File: config.mk
export PLATFORM = sky130hd
export DESIGN_NAME = guarded_cfg_lock
export DESIGN_NICKNAME = d
export VERILOG_FILES = /design/src/rtl/gcl_pkg.sv /design/src/rtl/gcl_key_tracker.sv /design/src/rtl/gcl_field_store.sv /design/src/rtl/gcl_read_mux.sv /design/src/rtl/guarded_cfg_lock.sv
export SDC_FILE = /design/constraint.sdc
export NUM_CORES = 1
export LEC_CHECK = 0
export ABC_CLOCK_PERIOD_IN_PS = 1400
export CAP_MARGIN = 20
export CORE_UTILIZATION = 26
export CTS_BUF_LIST = sky130_fd_sc_hd__clkbuf_2
export DETAILED_ROUTE_END_ITERATION = 12
export GPL_ROUTABILITY_DRIVEN = 0
export GPL_TIMING_DRIVEN = 0
export PLACE_DENSITY_LB_ADDON = 0.1
export SYNTH_ARGS = -nofsm -noshare
export SYNTH_HDL_FRONTEND = slang
export SYNTH_HIERARCHICAL = 1
export SYNTH_SLANG_ARGS = --single-unit
File: constraint.sdc
create_clock -name clk -period 1.4 [get_ports clk]
set_input_delay 0.28 -clock clk [delete_from_list [all_inputs] [get_ports clk]]
set_output_delay 0.28 -clock clk [all_outputs]
set_load 0.05 [all_outputs]
File: src/rtl/gcl_pkg.sv
package gcl_pkg;
    localparam int FIELD_W = 4;
    localparam int WEN_POS = 0;

    typedef struct packed {
        logic fabric_irq_en;
        logic host_irq_en;
        logic freeze_en;
        logic ecc_dis;
    } cfg_fields_t;

    typedef struct packed {
        logic wen;
        logic lock;
    } key_state_t;
endpackage

File: src/rtl/gcl_key_tracker.sv
module gcl_key_tracker
    import gcl_pkg::*;
(
    input  logic clk,
    input  logic rst_n,
    input  logic key_wr,
    input  logic key_wen_bit,
    input  logic cfg_wr,
    input  logic lock_req,
    output logic wen,
    output logic lock,
    output logic open
);
    key_state_t s_d, s_q;

    always_comb begin
        s_d = s_q;
        if (key_wr) begin
            s_d.wen = key_wen_bit;
        end
        if (cfg_wr) begin
            if (lock_req) begin
                s_d.lock = 1'b1;
            end else if (s_q.wen) begin
                s_d.lock = 1'b0;
            end
        end
    end

    always_ff @(posedge clk or negedge rst_n) begin
        if (!rst_n) begin
            s_q <= '{wen: 1'b0, lock: 1'b1};
        end else begin
            s_q <= s_d;
        end
    end

    assign wen  = s_q.wen;
    assign lock = s_q.lock;
    assign open = s_q.wen & ~s_q.lock;
endmodule

File: src/rtl/gcl_field_store.sv
module gcl_field_store
    import gcl_pkg::*;
#(
    parameter logic [FIELD_W-1:0] FIELD_RST = 4'b1110
) (
    input  logic        clk,
    input  logic        rst_n,
    input  logic        cfg_wr,
    input  logic        open,
    input  logic        lock_req,
    input  cfg_fields_t new_fields,
    output cfg_fields_t fields
);
    cfg_fields_t f_d, f_q;

    always_comb begin
        f_d = f_q;
        if (cfg_wr && open && !lock_req) begin
            f_d = new_fields;
        end
    end

    always_ff @(posedge clk or negedge rst_n) begin
        if (!rst_n) begin
            f_q <= cfg_fields_t'(FIELD_RST);
        end else begin
            f_q <= f_d;
        end
    end

    assign fields = f_q;
endmodule

File: src/rtl/gcl_read_mux.sv
module gcl_read_mux
    import gcl_pkg::*;
#(
    parameter int          ADDR_W   = 4,
    parameter int          DATA_W   = 32,
    parameter logic [ADDR_W-1:0] KEY_ADDR = 4'h4,
    parameter logic [ADDR_W-1:0] CFG_ADDR = 4'h8
) (
    input  logic [ADDR_W-1:0] addr,
    input  logic              wen,
    input  logic              lock,
    input  cfg_fields_t       fields,
    output logic [DATA_W-1:0] rdata
);
    localparam int LOCK_POS = DATA_W - 1;

    logic [DATA_W-1:0] cfg_word;
    logic [DATA_W-1:0] key_word;
    logic [FIELD_W-1:0] field_bits;

    assign field_bits = fields;

    for (genvar b = 0; b < DATA_W; b++) begin : g_bit
        if (b < FIELD_W) begin : g_field
            assign cfg_word[b] = field_bits[b];
        end else if (b == LOCK_POS) begin : g_lock
            assign cfg_word[b] = lock;
        end else begin : g_zero
            assign cfg_word[b] = 1'b0;
        end
        if (b == WEN_POS) begin : g_wen
            assign key_word[b] = wen;
        end else begin : g_kzero
            assign key_word[b] = 1'b0;
        end
    end

    always_comb begin
        rdata = '0;
        if (addr == KEY_ADDR) begin
            rdata = key_word;
        end else if (addr == CFG_ADDR) begin
            rdata = cfg_word;
        end
    end
endmodule

File: src/rtl/guarded_cfg_lock.sv
module guarded_cfg_lock
    import gcl_pkg::*;
#(
    parameter int          ADDR_W   = 4,
    parameter int          DATA_W   = 32,
    parameter logic [ADDR_W-1:0] KEY_ADDR = 4'h4,
    parameter logic [ADDR_W-1:0] CFG_ADDR = 4'h8
) (
    input  logic              clk,
    input  logic              rst_n,
    input  logic [ADDR_W-1:0] bus_addr,
    input  logic [DATA_W-1:0] bus_wdata,
    input  logic              bus_wr,
    output logic [DATA_W-1:0] bus_rdata,
    output logic              ncf_freeze_en,
    output logic              ncf_host_irq_en,
    output logic              ncf_fabric_irq_en,
    output logic              ecc_disable,
    output logic              cfg_open
);
    localparam int LOCK_POS = DATA_W - 1;

    logic        key_wr, cfg_wr, lock_req;
    logic        wen, lock, open;
    cfg_fields_t fields;
    logic        unused_wdata_bits;

    assign key_wr   = bus_wr && (bus_addr == KEY_ADDR);
    assign cfg_wr   = bus_wr && (bus_addr == CFG_ADDR);
    assign lock_req = bus_wdata[LOCK_POS];
    assign unused_wdata_bits = ^bus_wdata[LOCK_POS-1:FIELD_W];

    gcl_key_tracker u_keys (
        .clk         (clk),
        .rst_n       (rst_n),
        .key_wr      (key_wr),
        .key_wen_bit (bus_wdata[WEN_POS]),
        .cfg_wr      (cfg_wr),
        .lock_req    (lock_req),
        .wen         (wen),
        .lock        (lock),
        .open        (open)
    );

    gcl_field_store u_fields (
        .clk        (clk),
        .rst_n      (rst_n),
        .cfg_wr     (cfg_wr),
        .open       (open),
        .lock_req   (lock_req),
        .new_fields (cfg_fields_t'(bus_wdata[FIELD_W-1:0])),
        .fields     (fields)
    );

    gcl_read_mux #(
        .ADDR_W   (ADDR_W),
        .DATA_W   (DATA_W),
        .KEY_ADDR (KEY_ADDR),
        .CFG_ADDR (CFG_ADDR)
    ) u_rd (
        .addr   (bus_addr),
        .wen    (wen),
        .lock   (lock),
        .fields (fields),
        .rdata  (bus_rdata)
    );

    assign ncf_freeze_en     = fields.freeze_en;
    assign ncf_host_irq_en   = fields.host_irq_en;
    assign ncf_fabric_irq_en = fields.fabric_irq_en;
    assign ecc_disable       = fields.ecc_dis;
    assign cfg_open          = open;
endmodule

==> impl_metrics.ini <==
[status]
status = complete, but fails checks
failed_checks = negative setup slack

[drt]
vias_per_cell = 3.44
drt_iter0_markers = 1
top_layer = met3
wl_met3_um = 101
wl_per_cell_um = 8.13
drtAntennaViolNets = 0
post-route-drc-count = 0
drt-total-wl_um = 1100
dr.pass1.iters = 4
drt-met1-wl_um = 466
met2_length_um = 529
vias = 464

[clocking]
clkTransAtPathRegs_ns = 0.08
insertion_delay_ns = 0.23
cts_buffer_depth = 2
cts_sinks = 6
cts_buffers = 3
cts_tree = done
root_buffer = clkbuf_2
htree_levels = 1

[floorplan]
core_area_mm2 = 0.00202
rows = 16
dieArea_mm2 = 0.00243
initial_core_util_pct = 28.7
dieHeight_um = 49.3
die_w_um = 49.3
io_pins = 76

[power_and_ir_drop]
p_int_w = 0.000453
p_sw_w = 0.000384
swShare_pct = 45.9
p_per_area_mw_per_mm2 = 837
p_clk_share_pct = 16.8
leakage_nw = 0.572
peakVddDrop_mv = 0.389
power.share.sequential_pct = 28.7
combPwrFrac_pct = 54.5

[timing]
finalWorstSetupSlack_ns = -0.0479
setup_viol = 3
timing.hold.ws_ns = 0.276
fmax_mhz = 691
fin_skew_ns = 0.0217
period_share_pct = 103
slew_viol_final = 0
hold_viol = 0
layout_min_cycle_time_ns = 1.45
rsz0062_at_grt = true

[global_routing]
grt_usage_pct = 9.82
antenna_found_initial = 0
grt.overflow.total = 0
grt_start_max_net_pins = 7
grt_pass1_vias = 422
grt_pass1_wl_um = 1820

[layout]
nets = 148
post-route-util_pct = 49.4
nFillCells = 191
drive_gt1_share_pct = 63.9
regArea_um2 = 156
area_delta_synth_final_pct = 72.2
multi_input_area_um2 = 358
antenna_cells = 0
fin_cells = 135

[critical_path]
path_class = register to output port
cp_max_fo = 3
cp-end-kind = output port
worstSetupStartpointType = register
worstPathRequired_ns = 1.12
critPathArrivalTime_ns = 1.17

[synthesis]
synth_cells = 54
synth.area.top_cells = buf_4 35%, dfstp_2 18%, mux2_4 13%, dfrtp_1 8.6%, and2_1 4.3%
synth-warning-count = 6
synth.distinct_cells = 15
synth_area_um2 = 581
yosys.area.top_type_share_pct = 34.9
synth-seq-cells = 6
avgSynthCellArea_um2 = 10.8
synth_top_area_cell = buf_4
synth_seq_area_share_pct = 26.7

[placement]
dp_slack_ns = -1.07
dpl.hpwl_um = 897
dp.cells = 128
io_buffers = 21

[job]
maxCapViolCount = 0

[hold_path]
hold_path.class = input port to asynchronous set/reset pin
## cells in the mapped netlist, drive strengths merged
| master | number |
|---|---|
| buf | 27 |
| dfrtp | 2 |
| dfstp | 4 |
| nor3b | 2 |
| nand2 | 1 |
| and2 | 4 |
| mux2 | 5 |
| a22o | 1 |
| conb | 1 |
| nor2b | 1 |
| nand3b | 3 |
| nor4b | 1 |
| or3b | 1 |
| a211oi | 1 |
## worst max-delay path: stages, from the launching register on
cell and delay [ns]:
dfrtp_2 0.38, nand3b_1 0.12, a211oi_4 0.26, buf_6 0.18
## power groups by stage
stage	combinational, W	clock [W]	sequential, W
after global placement	0.000448	0	0.000243
after floorplan	0.000320	0	0.000279
final	0.000456	0.000141	0.000240
after detailed placement	0.000450	0	0.000244
after CTS	0.000438	0.000144	0.000241
after global routing	0.000476	0.000153	0.000246
## sequential cells by signal, indices dropped and copies added (netlist names)
name,cells
u_fields/fields,4
u_keys/lock,1
u_keys/wen,1
## kinds of logic after synthesis
family | share of synthesized area (%)
muxes | 12.9
buffers and inverters | 34.9
DFF | 26.7
other | 0.646
AOI/OAI and AO/OA | 2.80
and+or+nand+nor | 22.0
## per-stage QoR
step	instance area (µm²)	power [W]	TNS (ns)
6_report	1000	0.000837	-0.0574
5_1_grt	1000	0.000875	-0.281
3_3_place_gp	956	0.000691	-9.99
3_5_place_dp	956	0.000694	-9.95
4_1_cts	972	0.000824	-0.0779
2_1_floorplan	712	0.000599	-0.327
## worst paths after layout
check	depth (start not counted)	end	from	slack (ns)
max	3	bus_rdata[0]	u_fields/fields[0]	-0.05
max reg2reg	3	u_fields/fields[0]	u_keys/lock	0.27
max in group asynchronous	1	u_fields/fields[1]	rst_n	0.83
min	1	u_keys/wen	rst_n	0.28
min in group clk	3	u_keys/wen	bus_addr[3]	0.45
min reg2reg	1	u_fields/fields[0]	u_fields/fields[0]	0.54
## metal layers
layer / vias up / GRT usage (%)
met5: - / 0
met4: 0 / 4.41
met3: 0 / 3.43
met2: 30 / 16.2
met1: 201 / 11.3
li1: 233 / -
## final cells by class
type                            count  share of cell area [%]
Sequential cell                     6                    15.6
Clock buffer                        4                    2.00
Multi-Input combinational cell     47                    35.8
Buffer                             27                    20.3
Tap cell                           27                    3.38
Timing Repair Buffer               24                    22.9
## cell usage in the layout (no fill, tap or decap), drive strengths merged
cell type       n
or3b            1
a211oi          1
nor3b           2
clkbuf          5
clkdlybuf4s50   6
dfrtp           2
dlygate4sd2     1
buf            43
dfstp           4
a22o            1
mux2            5
and2            4
nand2           1
nor2b           1
nand3b          3
nor4b           1
conb           27
## repair_timing
item                       in CTS  in global routing
setup buffers                   1                  2
setup endpoints to repair      16                 11
gates resized for setup        80                 10
pin swaps                       7                  5
hold buffers                    0                  0
hold endpoints to repair        0                  0
Power figures use the tool's default switching activity.
